$ cat config.mk
export PLATFORM = sky130hd
export DESIGN_NAME = led_blink_ramp_seq
export DESIGN_NICKNAME = d
export VERILOG_FILES = /design/src/rtl/led_seq_pkg.sv /design/src/rtl/led_seq_timebase.sv /design/src/rtl/led_seq_ctrl.sv /design/src/rtl/led_seq_chan.sv /design/src/rtl/led_blink_ramp_seq.sv
export SDC_FILE = /design/constraint.sdc
export NUM_CORES = 2
export LEC_CHECK = 0
export BUFFER_PORTS_ARGS = -buffer_cell sky130_fd_sc_hd__buf_2
export CORE_UTILIZATION = 58
export DETAILED_ROUTE_END_ITERATION = 7
export PLACE_DENSITY = 0.77
export SYNTH_ARGS = -nofsm -noshare
export SYNTH_HDL_FRONTEND = slang
export SYNTH_SLANG_ARGS = --single-unit
$ cat constraint.sdc
create_clock -name clk -period 4.75 [get_ports clk]
set_input_delay 0.7125 -clock clk [delete_from_list [all_inputs] [get_ports clk]]
set_output_delay 0.7125 -clock clk [all_outputs]
set_load 0.02 [all_outputs]
$ cat src/rtl/led_seq_pkg.sv
package led_seq_pkg;

    localparam int CTRL_W = 5;

    typedef enum logic [1:0] {
        MODE_STEADY   = 2'd0,
        MODE_BLINK    = 2'd1,
        MODE_RAMP     = 2'd2,
        MODE_STEADY_B = 2'd3
    } chan_mode_e;

    typedef enum logic [2:0] {
        ST_HOLD      = 3'd0,
        ST_BLINK_ON  = 3'd1,
        ST_BLINK_OFF = 3'd2,
        ST_RAMP      = 3'd3,
        ST_RAMP_DONE = 3'd4
    } chan_state_e;

    typedef struct packed {
        logic       ramp_up;
        logic [1:0] ramp_sel;
        logic       period_sel;
        logic       on_sel;
    } seq_ctrl_t;

    // Converts a duration in milliseconds to ticks of the given rate.
    function automatic int ms_to_ticks(input int ms, input int tick_hz);
        return (ms * tick_hz) / 1000;
    endfunction

    // Ticks between ramp steps: ramp duration over the number of codes, at least 1.
    function automatic int step_ticks(input int ms, input int tick_hz, input int code_w);
        int t;
        t = ms_to_ticks(ms, tick_hz) >> code_w;
        return (t < 1) ? 1 : t;
    endfunction

endpackage

$ cat src/rtl/led_seq_timebase.sv
module led_seq_timebase #(
    parameter int CLK_HZ  = 100_000_000,
    parameter int TICK_HZ = 4000
) (
    input  logic clk,
    input  logic rst_n,
    output logic tick_o
);
    localparam int DIV = (CLK_HZ / TICK_HZ < 1) ? 1 : CLK_HZ / TICK_HZ;
    localparam int PW  = (DIV > 1) ? $clog2(DIV) : 1;

    generate
        if (DIV > 1) begin : g_div
            logic [PW-1:0] pcnt_q;

            always_ff @(posedge clk or negedge rst_n) begin
                if (!rst_n) begin
                    pcnt_q <= '0;
                end else if (pcnt_q == PW'(DIV - 1)) begin
                    pcnt_q <= '0;
                end else begin
                    pcnt_q <= pcnt_q + PW'(1);
                end
            end

            assign tick_o = (pcnt_q == PW'(DIV - 1));


            tick_spacing_chk: assert property (@(posedge clk) disable iff (!rst_n)
                tick_o |=> !tick_o);
        end else begin : g_nodiv
            assign tick_o = 1'b1;
        end
    endgenerate

endmodule

$ cat src/rtl/led_seq_ctrl.sv
module led_seq_ctrl
    import led_seq_pkg::*;
#(
    parameter int CODE_W  = 6,
    parameter int CNT_W   = 14,
    parameter int TICK_HZ = 4000
) (
    input  logic              clk,
    input  logic              rst_n,
    input  logic [CTRL_W-1:0] ctrl_i,
    output logic              ctrl_chg_o,
    output logic              up_now_o,
    output logic              up_q_o,
    output logic [CNT_W-1:0]  on_lim_o,
    output logic [CNT_W-1:0]  per_lim_o,
    output logic [CNT_W-1:0]  step_lim_o
);
    localparam int ON_SHORT  = ms_to_ticks(156, TICK_HZ);
    localparam int ON_LONG   = ms_to_ticks(625, TICK_HZ);
    localparam int PER_SHORT = ms_to_ticks(1250, TICK_HZ);
    localparam int PER_LONG  = ms_to_ticks(2500, TICK_HZ);
    localparam int STEP_FAST = step_ticks(240, TICK_HZ, CODE_W);
    localparam int STEP_MID  = step_ticks(480, TICK_HZ, CODE_W);
    localparam int STEP_SLOW = step_ticks(960, TICK_HZ, CODE_W);

    seq_ctrl_t ctrl_now, ctrl_q;

    assign ctrl_now = seq_ctrl_t'(ctrl_i);

    always_ff @(posedge clk or negedge rst_n) begin
        if (!rst_n) begin
            ctrl_q <= '0;
        end else begin
            ctrl_q <= ctrl_now;
        end
    end

    assign ctrl_chg_o = (ctrl_now != ctrl_q);
    assign up_now_o   = ctrl_now.ramp_up;
    assign up_q_o     = ctrl_q.ramp_up;
    assign on_lim_o   = ctrl_q.on_sel     ? CNT_W'(ON_LONG)  : CNT_W'(ON_SHORT);
    assign per_lim_o  = ctrl_q.period_sel ? CNT_W'(PER_LONG) : CNT_W'(PER_SHORT);

    always_comb begin
        unique case (ctrl_q.ramp_sel)
            2'b00:   step_lim_o = CNT_W'(STEP_FAST);
            2'b01:   step_lim_o = CNT_W'(STEP_MID);
            default: step_lim_o = CNT_W'(STEP_SLOW);
        endcase
    end


    ctrl_capture_chk: assert property (@(posedge clk) disable iff (!rst_n)
        ctrl_chg_o |=> (ctrl_q == $past(ctrl_now)));

endmodule

$ cat src/rtl/led_seq_chan.sv
module led_seq_chan
    import led_seq_pkg::*;
#(
    parameter int CODE_W = 6,
    parameter int CNT_W  = 14
) (
    input  logic              clk,
    input  logic              rst_n,
    input  logic              tick_i,
    input  logic              ctrl_chg_i,
    input  logic              up_now_i,
    input  logic              up_q_i,
    input  logic [CNT_W-1:0]  on_lim_i,
    input  logic [CNT_W-1:0]  per_lim_i,
    input  logic [CNT_W-1:0]  step_lim_i,
    input  logic [1:0]        mode_i,
    input  logic [CODE_W-1:0] code_i,
    output logic [CODE_W-1:0] eff_o,
    output logic              done_evt_o
);
    chan_state_e        state_q, state_d;
    logic [CNT_W-1:0]   cnt_q, cnt_d, cnt_inc;
    logic [CODE_W-1:0]  level_q, level_d;
    logic [CODE_W:0]    level_up;
    logic [1:0]         mode_q;
    logic               restart;
    logic               step_hit;

    assign restart  = (mode_i != mode_q) || ctrl_chg_i;
    assign cnt_inc  = cnt_q + CNT_W'(1);
    assign step_hit = tick_i && (cnt_inc >= step_lim_i);
    assign level_up = {1'b0, level_q} + (CODE_W + 1)'(1);

    // State register
    always_ff @(posedge clk or negedge rst_n) begin
        if (!rst_n) begin
            state_q <= ST_HOLD;
            cnt_q   <= '0;
            level_q <= '0;
            mode_q  <= MODE_STEADY;
        end else begin
            state_q <= state_d;
            cnt_q   <= cnt_d;
            level_q <= level_d;
            mode_q  <= mode_i;
        end
    end

    // Next state
    always_comb begin
        state_d    = state_q;
        cnt_d      = cnt_q;
        level_d    = level_q;
        done_evt_o = 1'b0;
        if (restart) begin
            cnt_d = '0;
            unique case (mode_i)
                MODE_BLINK: state_d = ST_BLINK_ON;
                MODE_RAMP: begin
                    state_d = ST_RAMP;
                    level_d = up_now_i ? '0 : code_i;
                end
                default:    state_d = ST_HOLD;
            endcase
        end else begin
            unique case (state_q)
                ST_HOLD: begin
                end
                ST_RAMP_DONE: begin
                end
                ST_BLINK_ON: begin
                    if (tick_i) begin
                        cnt_d = cnt_inc;
                        if (cnt_inc >= on_lim_i) begin
                            state_d = ST_BLINK_OFF;
                        end
                    end
                end
                ST_BLINK_OFF: begin
                    if (tick_i) begin
                        if (cnt_inc >= per_lim_i) begin
                            state_d = ST_BLINK_ON;
                            cnt_d   = '0;
                        end else begin
                            cnt_d = cnt_inc;
                        end
                    end
                end
                ST_RAMP: begin
                    if (step_hit) begin
                        cnt_d = '0;
                        if (up_q_i) begin
                            if (level_up >= {1'b0, code_i}) begin
                                level_d = code_i;
                                state_d = ST_RAMP_DONE;
                            end else begin
                                level_d = level_up[CODE_W-1:0];
                            end
                        end else begin
                            if (level_q <= CODE_W'(1)) begin
                                level_d    = '0;
                                state_d    = ST_RAMP_DONE;
                                done_evt_o = 1'b1;
                            end else begin
                                level_d = level_q - CODE_W'(1);
                            end
                        end
                    end else if (tick_i) begin
                        cnt_d = cnt_inc;
                    end
                end
                default: state_d = ST_HOLD;
            endcase
        end
    end

    // Outputs
    always_comb begin
        unique case (state_q)
            ST_BLINK_OFF: eff_o = '0;
            ST_RAMP:      eff_o = level_q;
            ST_RAMP_DONE: eff_o = up_q_i ? code_i : '0;
            default:      eff_o = code_i;
        endcase
    end


    restart_clears_cnt_chk: assert property (@(posedge clk) disable iff (!rst_n)
        restart |=> (cnt_q == '0));


    off_window_chk: assert property (@(posedge clk) disable iff (!rst_n)
        (state_q == ST_BLINK_OFF) |-> (cnt_q >= on_lim_i && cnt_q < per_lim_i));


    ramp_up_monotone_chk: assert property (@(posedge clk) disable iff (!rst_n)
        (state_q == ST_RAMP && up_q_i && !restart)
            |=> (level_q >= $past(level_q) || state_q == ST_RAMP_DONE));


    ramp_down_monotone_chk: assert property (@(posedge clk) disable iff (!rst_n)
        (state_q == ST_RAMP && !up_q_i && !restart) |=> (level_q <= $past(level_q)));


    done_zero_chk: assert property (@(posedge clk) disable iff (!rst_n)
        done_evt_o |=> (eff_o == '0));

endmodule

$ cat src/rtl/led_blink_ramp_seq.sv
module led_blink_ramp_seq
    import led_seq_pkg::*;
#(
    parameter int NUM_CH  = 18,
    parameter int CODE_W  = 6,
    parameter int CLK_HZ  = 100_000_000,
    parameter int TICK_HZ = 4000
) (
    input  logic                     clk,
    input  logic                     rst_n,
    input  logic [CTRL_W-1:0]        ctrl_i,
    input  logic [2*NUM_CH-1:0]      mode_i,
    input  logic [CODE_W*NUM_CH-1:0] code_i,
    output logic [CODE_W*NUM_CH-1:0] eff_o,
    output logic                     pump_1x_req_o
);
    localparam int PER_LONG = ms_to_ticks(2500, TICK_HZ);
    localparam int CNT_W    = $clog2(PER_LONG + 1);

    logic             tick;
    logic             ctrl_chg, up_now, up_q;
    logic [CNT_W-1:0] on_lim, per_lim, step_lim;
    logic [NUM_CH-1:0] done_vec;
    logic [NUM_CH-1:0] zero_vec;

    led_seq_timebase #(
        .CLK_HZ  (CLK_HZ),
        .TICK_HZ (TICK_HZ)
    ) u_tb (
        .clk    (clk),
        .rst_n  (rst_n),
        .tick_o (tick)
    );

    led_seq_ctrl #(
        .CODE_W  (CODE_W),
        .CNT_W   (CNT_W),
        .TICK_HZ (TICK_HZ)
    ) u_ctrl (
        .clk        (clk),
        .rst_n      (rst_n),
        .ctrl_i     (ctrl_i),
        .ctrl_chg_o (ctrl_chg),
        .up_now_o   (up_now),
        .up_q_o     (up_q),
        .on_lim_o   (on_lim),
        .per_lim_o  (per_lim),
        .step_lim_o (step_lim)
    );

    generate
        for (genvar ch = 0; ch < NUM_CH; ch++) begin : g_ch
            led_seq_chan #(
                .CODE_W (CODE_W),
                .CNT_W  (CNT_W)
            ) u_chan (
                .clk        (clk),
                .rst_n      (rst_n),
                .tick_i     (tick),
                .ctrl_chg_i (ctrl_chg),
                .up_now_i   (up_now),
                .up_q_i     (up_q),
                .on_lim_i   (on_lim),
                .per_lim_i  (per_lim),
                .step_lim_i (step_lim),
                .mode_i     (mode_i[2*ch +: 2]),
                .code_i     (code_i[CODE_W*ch +: CODE_W]),
                .eff_o      (eff_o[CODE_W*ch +: CODE_W]),
                .done_evt_o (done_vec[ch])
            );
            assign zero_vec[ch] = (eff_o[CODE_W*ch +: CODE_W] == '0);
        end
    endgenerate

    always_ff @(posedge clk or negedge rst_n) begin
        if (!rst_n) begin
            pump_1x_req_o <= 1'b0;
        end else begin
            pump_1x_req_o <= |done_vec;
        end
    end


    pump_with_zero_chk: assert property (@(posedge clk) disable iff (!rst_n)
        pump_1x_req_o |-> (|zero_vec));

endmodule

# After elaboration in Yosys (flattened, before gate mapping)
# Cells that the tools add are included.
# word_totals
mem_bits_rw	0
latch_bits	0
regBits	471
rom_bits	0
in_bits	151
n_memories	0
out_inout_bits	109
elab_cells	1276
# op_classes
n_mux	580
n_addsub	55
shifts	0
reduce_logical	182
n_eq_ne	291
bitwise_logic	0
n_div	0
mul	0
n_lt_le_gt_ge	90
# op_table
op	count
14-bit 2-to-1 mux	91
6-bit 2-to-1 mux	162
14-bit one-hot mux with 3 select lines	18
3-bit 2-to-1 mux	162
6-bit one-hot mux with 3 select lines	18
14-bit by 1-bit adder with 14-bit output (second input constant)	18
14-bit by 12-bit greater-or-equal comparator with 1-bit output	18
14-bit greater-or-equal comparator	18
14-bit by 6-bit greater-or-equal comparator with 1-bit output	18
3-bit one-hot mux with 4 select lines	18
3-bit by 1-bit inequality test with 1-bit output (second input constant)	56
4-bit by 2-bit inequality test with 1-bit output (second input constant)	36
8-bit AND reduction	18
6-bit by 1-bit adder with 7-bit output (second input constant)	18
7-bit by 6-bit greater-or-equal comparator with 1-bit output	18
3-bit by 2-bit equality test with 1-bit output (second input constant)	36
6-bit by 1-bit <= comparator with 1-bit output (second input constant)	18
6-bit by 1-bit subtractor with 6-bit output (second input constant)	18
3-bit by 2-bit inequality test with 1-bit output (second input constant)	34
1-bit 2-to-1 mux	90
2-bit one-hot mux with 2 select lines	18
2-bit nonzero test	36
4-bit nonzero test	18
3-bit by 1-bit equality test with 1-bit output (second input constant)	18
other kinds (20)	225

# Depth between registers and ports, before layout
# depth
depth_word	8
depth_mapped	17
depth_no_buf	15

# By module
# Synthesis repeated with hierarchy kept, for this count alone.
# hier_totals
hier_cells	7468
area_unflattened_um2	58144.5
# modules_own_cells
module	seq_area_each_um2	cells_per_inst	area_per_inst_um2	instances
led_seq_chan (g_ch[13].u_chan ...)	625.6	409	3159.3	9
led_seq_chan (g_ch[0].u_chan ...)	625.6	401	3105.5	6
led_seq_chan (g_ch[8].u_chan)	625.6	421	3365.7	1
led_seq_chan (g_ch[9].u_chan)	625.6	417	3224.3	1
led_seq_chan (g_ch[17].u_chan)	625.6	404	3153.0	1
led_seq_timebase	375.4	75	784.5	1
led_seq_ctrl	125.1	57	486.7	1
led_blink_ramp_seq	25.0	7	63.8	1

# Worst setup path after synthesis
# Ideal clock, no wire load.
# synth_path
path_type	register to register
startpoint	reg u_ctrl.ctrl_q[0] (netlist bit)
endpoint	reg g_ch[4].u_chan.state_q[1]
stages_incl_launch_ff	9
path_buffers	0
t_required_ns	4.615
arrival_ns	4.763
path_slack_ns	-0.149
synth_period_minus_slack_ns	4.899
setup_time_ns	0.135
path_cell_list	dfrtp_1 -> inv_1 -> ha_1 -> a21o_1 -> a211o_1 -> a2111oi_0 -> a31oi_1 -> o311ai_0 -> a31oi_1
# synth_via
elab_chain_len	4
elab_cells_between_ends	14
classes_between	order compare (1); eq/ne (9); mux (2); reduce/logical (2)
# synth_rtl
item	line	text
start, declared	led_seq_ctrl.sv:26	seq_ctrl_t ctrl_now, ctrl_q;
start signal, assigned	led_seq_ctrl.sv:34	ctrl_q <= ctrl_now;
12-bit 2-to-1 mux or 5-bit inequality test (tied branches)	led_seq_ctrl.sv:41, led_seq_ctrl.sv:38	
14-bit by 12-bit greater-or-equal comparator with 1-bit output or 1-bit logical OR (tied branches)	led_seq_chan.sv:74, led_seq_chan.sv:29	
3-bit by 1-bit inequality test with 1-bit output (no line) (tied with other cells)	--	
8-bit AND reduction (no line)	--	
end signal, assigned	led_seq_chan.sv:42	state_q <= state_d;
end, declared	led_seq_chan.sv:21	chan_state_e state_q, state_d;
# Several ways; a longest one is shown, not always the timed one.
# A chain may end at the register's enable or synchronous reset.

# Worst setup path after layout
# layout_path
startpoint	reg g_ch[1].u_chan.cnt_q[0]
endpoint	reg g_ch[1].u_chan.cnt_q[5]
# layout_via
elab_chain_len	6
elab_cells_between_ends	10
classes_between	add/sub (1); order compare (2); mux (6); reduce/logical (1)
# layout_rtl
item	line	text
start, declared	led_seq_chan.sv:22	logic [CNT_W-1:0] cnt_q, cnt_d, cnt_inc;
start signal, assigned	led_seq_chan.sv:43	cnt_q <= cnt_d;
14-bit by 1-bit adder with 14-bit output *	led_seq_chan.sv:30	assign cnt_inc = cnt_q + CNT_W'(1);
14-bit greater-or-equal comparator or 14-bit by 6-bit greater-or-equal comparator with 1-bit output (tied branches)	led_seq_chan.sv:81, led_seq_chan.sv:31	
14-bit 2-to-1 mux or 1-bit logical AND (tied branches)	led_seq_chan.sv:81, led_seq_chan.sv:31	
14-bit 2-to-1 mux (on tied branches)	led_seq_chan.sv:80, led_seq_chan.sv:90	
14-bit one-hot mux with 3 select lines *	led_seq_chan.sv:66	unique case (state_q)
14-bit 2-to-1 mux *	led_seq_chan.sv:55	if (restart) begin
# Mark *: on every way between the ends. The rest lies on a longest branch, timed or not. The select of a mux whose other input is x is not followed.

==> impl_metrics.py <==
metrics = {
    "outcome": {
        "status": "completed",
    },
    "worst_setup_path": {
        "crit_buf_inv": 0,
        "crit_type": "flop to flop",
        "crit_arrival_ns": 4.85,
        "path_max_fanout": 13,
        "worstPathRequired_ns": 5.28,
        "cp_cell_sequence": "ha_1, nand2_1, nor4_1, nand3_1, and2_1, or2_2, ha_1, nand4b_1, nor3b_1, a31oi_1, o21bai_2, and2_1, a31o_2",
        "endpoint_kind": "flop",
        "max_stage_delay_ns": 0.64,
        "startpoint_type": "flop",
        "cp_top_family": "simple AND/OR/NAND/NOR gates",
        "crit_path_top_delay_cell": "nor4_1",
    },
    "timing": {
        "hold_violations": 0,
        "tightest_slew_ns": 1.031,
        "fmax_mhz": 231.8,
        "grt_setup_unrepaired": "no",
        "min_period_ns": 4.313,
        "fin_setup_tns_ns": 0,
        "period_share_pct": 90.81,
        "slew_headroom_pct": 30.74,
        "slew_violations": 0,
        "skew_ns": 0.03315,
        "setup_viol": 0,
    },
    "global_routing": {
        "grt_antenna_before_repair": 4,
        "grt_pass1_wl_um": 224500,
        "grt_pass1_vias": 42770,
        "grt_start_max_net_pins": 107,
        "grt_usage_pct": 32.88,
        "grt_remaining_overflow": 0,
    },
    "finish": {
        "fill_cells": 6987,
        "ff_latch_area_um2": 11800,
        "area_growth_pct": 8.009,
        "finalNetCount": 6732,
        "drive_gt1_share_pct": 9.620,
        "final_cells": 7164,
        "multiInputGateArea_um2": 32960,
    },
    "detailed_routing": {
        "wl_um": 138700,
        "wl_per_cell_um": 19.36,
        "dr.pass1.iters": 6,
        "viasPerCell": 6.443,
        "highest_layer": "met5",
        "num_vias": 46160,
        "final_antenna_net_count": 0,
        "route.met3.wl_um": 10570,
        "wl_met2_um": 62700,
        "met1_length_um": 60720,
        "drt_iter0_drc": 4097,
        "post-route-drc-count": 0,
    },
    "floorplanning": {
        "die-area_um2": 82490,
        "rows": 104,
        "num_io_pins": 260,
        "core_um2": 80550,
        "initial_core_util_pct": 58.57,
        "die_y_um": 287.2,
        "die_x_um": 287.2,
    },
    "clock_network": {
        "cts_setup_buffers": 0,
        "cts_htree_levels": 2,
        "clk_latency_ns": 0.64,
        "cts_root_buf": "clkbuf_16",
        "cts_tree": "done",
        "post_cts_resized": 0,
        "cts_hold_buf": 0,
        "cts.sinks": 471,
        "clock_path_buffers": 3,
        "cts.clk_slew.worst_paths_ns": 0.06,
        "numCtsBuffers": 56,
    },
    "synthesis": {
        "synth_edf_count": 0,
        "syn_area_per_cell_um2": 7.823,
        "synth_flop_cell": "dfrtp_1",
        "synth_cell_type_count": 110,
        "yosysWarnings": 0,
        "synth_top_area_share_pct": 24.98,
        "yosys-top-cells-area": "dfrtp_1 25%, ha_1 14%, nand2_1 5.0%",
        "yosysTopAreaCell": "dfrtp_1",
        "ys_seq_area_share_pct": 24.98,
        "synth_fp_nets": 6705,
        "synthArstFlopShare_pct": 100.0,
        "synth.cell_area_um2": 47180,
        "syn_inst": 6031,
        "synth-seq-cells": 471,
    },
    "placement": {
        "place_hpwl_um": 101600,
        "place.gp.congestion": 0.9654,
        "placedCellCount": 7060,
        "port_buffers": 259,
    },
    "power": {
        "leakage_nw": 23.85,
        "power_density_nw_per_um2": 238.4,
        "irDropWorstVdd_uv": 271.2,
    },
    "job": {
        "cap_violations": 0,
    },
    "hold_path": {
        "hp-class": "input pin to async pin",
    },
}
[final cells by class]
class,instances,share of cell area (%)
Multi-Input combinational cell,4931,64.68
Sequential cell,471,23.15
Timing Repair Buffer,319,3.668
Clock buffer,72,3.106
Tap cell,1060,2.603
Inverter,279,2.065
Clock inverter,30,0.7170
Antenna cell,2,0.009822
[cells in the mapped netlist, types with 14 or more instances]
cell type / count
a211o_1: 19
a211oi_1: 145
a21o_1: 76
a21oi_1: 343
a221o_1: 15
a221oi_1: 30
a22o_1: 62
a22oi_1: 83
a311oi_1: 14
a31o_2: 16
a31oi_1: 63
a41oi_1: 14
and2_1: 54
and3_1: 110
and4_1: 25
buf_2: 44
clkbuf_1: 286
dfrtp_1: 471
ha_1: 523
inv_1: 277
mux2_2: 32
mux2i_1: 47
nand2_1: 633
nand2b_1: 100
nand3_1: 289
nand3b_1: 14
nand4_1: 93
nor2_1: 507
nor2b_1: 50
nor3_1: 212
nor4_1: 64
o2111ai_1: 16
o211ai_1: 27
o21a_1: 34
o21ai_0: 353
o221ai_1: 14
o22ai_1: 36
o31ai_1: 76
o41ai_1: 14
or2_2: 66
or3_1: 61
or4_1: 17
xnor2_1: 190
xor2_1: 171
[path summary, 6_finish.rpt]
kind	start	to	slack, ns	cells past startpoint
max in group asynchronous	rst_n	g_ch[5].u_chan.level_q[5]	3.41	2
worst max register to register	g_ch[1].u_chan.cnt_q[0]	g_ch[1].u_chan.cnt_q[5]	0.44	13
min in group clk	ctrl_i[3]	u_ctrl.ctrl_q[3]	0.20	1
worst max-delay path	g_ch[1].u_chan.cnt_q[0]	g_ch[1].u_chan.cnt_q[5]	0.44	13
worst min-delay path	rst_n	g_ch[9].u_chan.level_q[0]	0.12	1
worst min register to register	u_tb.g_div.pcnt_q[0]	u_tb.g_div.pcnt_q[0]	0.49	1
[worst reg2reg max path, cell delays in order (launching register included)]
cell and delay (ns):
dfrtp_1 0.48, ha_1 0.38, nand2_1 0.20, nor4_1 0.64
nand3_1 0.23, and2_1 0.23, or2_2 0.30, ha_1 0.29
nand4b_1 0.12, nor3b_1 0.24, a31oi_1 0.20, o21bai_2 0.37
and2_1 0.27, a31o_2 0.25
[sequential cells by signal (all words and copies together), names as in the netlist]
register and count:
g_ch.u_chan.level_q 108, g_ch.u_chan.mode_q 36, u_ctrl.up_q_o 1, g_ch.u_chan.cnt_q 252
u_ctrl.ctrl_q 4, pump_1x_req_o 1, u_tb.g_div.pcnt_q 15, g_ch.u_chan.state_q 54
[report_power, final]
part           total (mW)  internal [mW]  switching, mW
combinational        2.98           1.17           1.81
sequential           4.52           4.16          0.357
clock                4.65           2.73           1.92
[logic make-up after synthesis]
family | share of synthesized area [%]
flip-flops | 24.98
AND/OR/NAND/NOR | 24.52
adder cells (fa/ha/maj) | 13.87
AO/OA/AOI/OAI | 22.92
XOR/XNOR | 6.702
multiplexers | 1.825
buffers and inverters | 5.180
[through the flow]
step | util, % | area (µm²) | setup WS (ns) | power, mW | hold WS (ns)
after floorplan | - | 47180 | 0.1456 | 6.589 | 0.4169
after global placement | 60.84 | 49000 | 0.7123 | 7.442 | 0.4740
after detailed placement | 60.84 | 49000 | 0.5607 | 7.514 | 0.4809
after CTS | 63.26 | 50950 | 0.5409 | 12.16 | 0.1635
after global routing | 63.26 | 50960 | 0.1586 | 12.73 | 0.1922
final | 63.26 | 50960 | 0.4366 | 12.15 | 0.1241
[cells in the final DEF, fill, tap and decap left out, types with 76 or more instances in the layout]
cell type / n
a211oi_1: 145
a21o_1: 76
a21oi_1: 343
a22oi_1: 83
and3_1: 110
buf_2: 258
dfrtp_1: 467
ha_1: 523
inv_1: 273
nand2_1: 633
nand2b_1: 100
nand3_1: 289
nand4_1: 93
nor2_1: 506
nor3_1: 212
o21ai_0: 353
o31ai_1: 76
xnor2_1: 190
xor2_1: 171
[metal layers]
metal  GRT usage [%]  vias up
li1                -    22150
met1           45.11    21930
met2           53.05     1803
met3           4.381      277
met4           11.26        2
met5               0        -
Power figures use the tool's default switching activity.
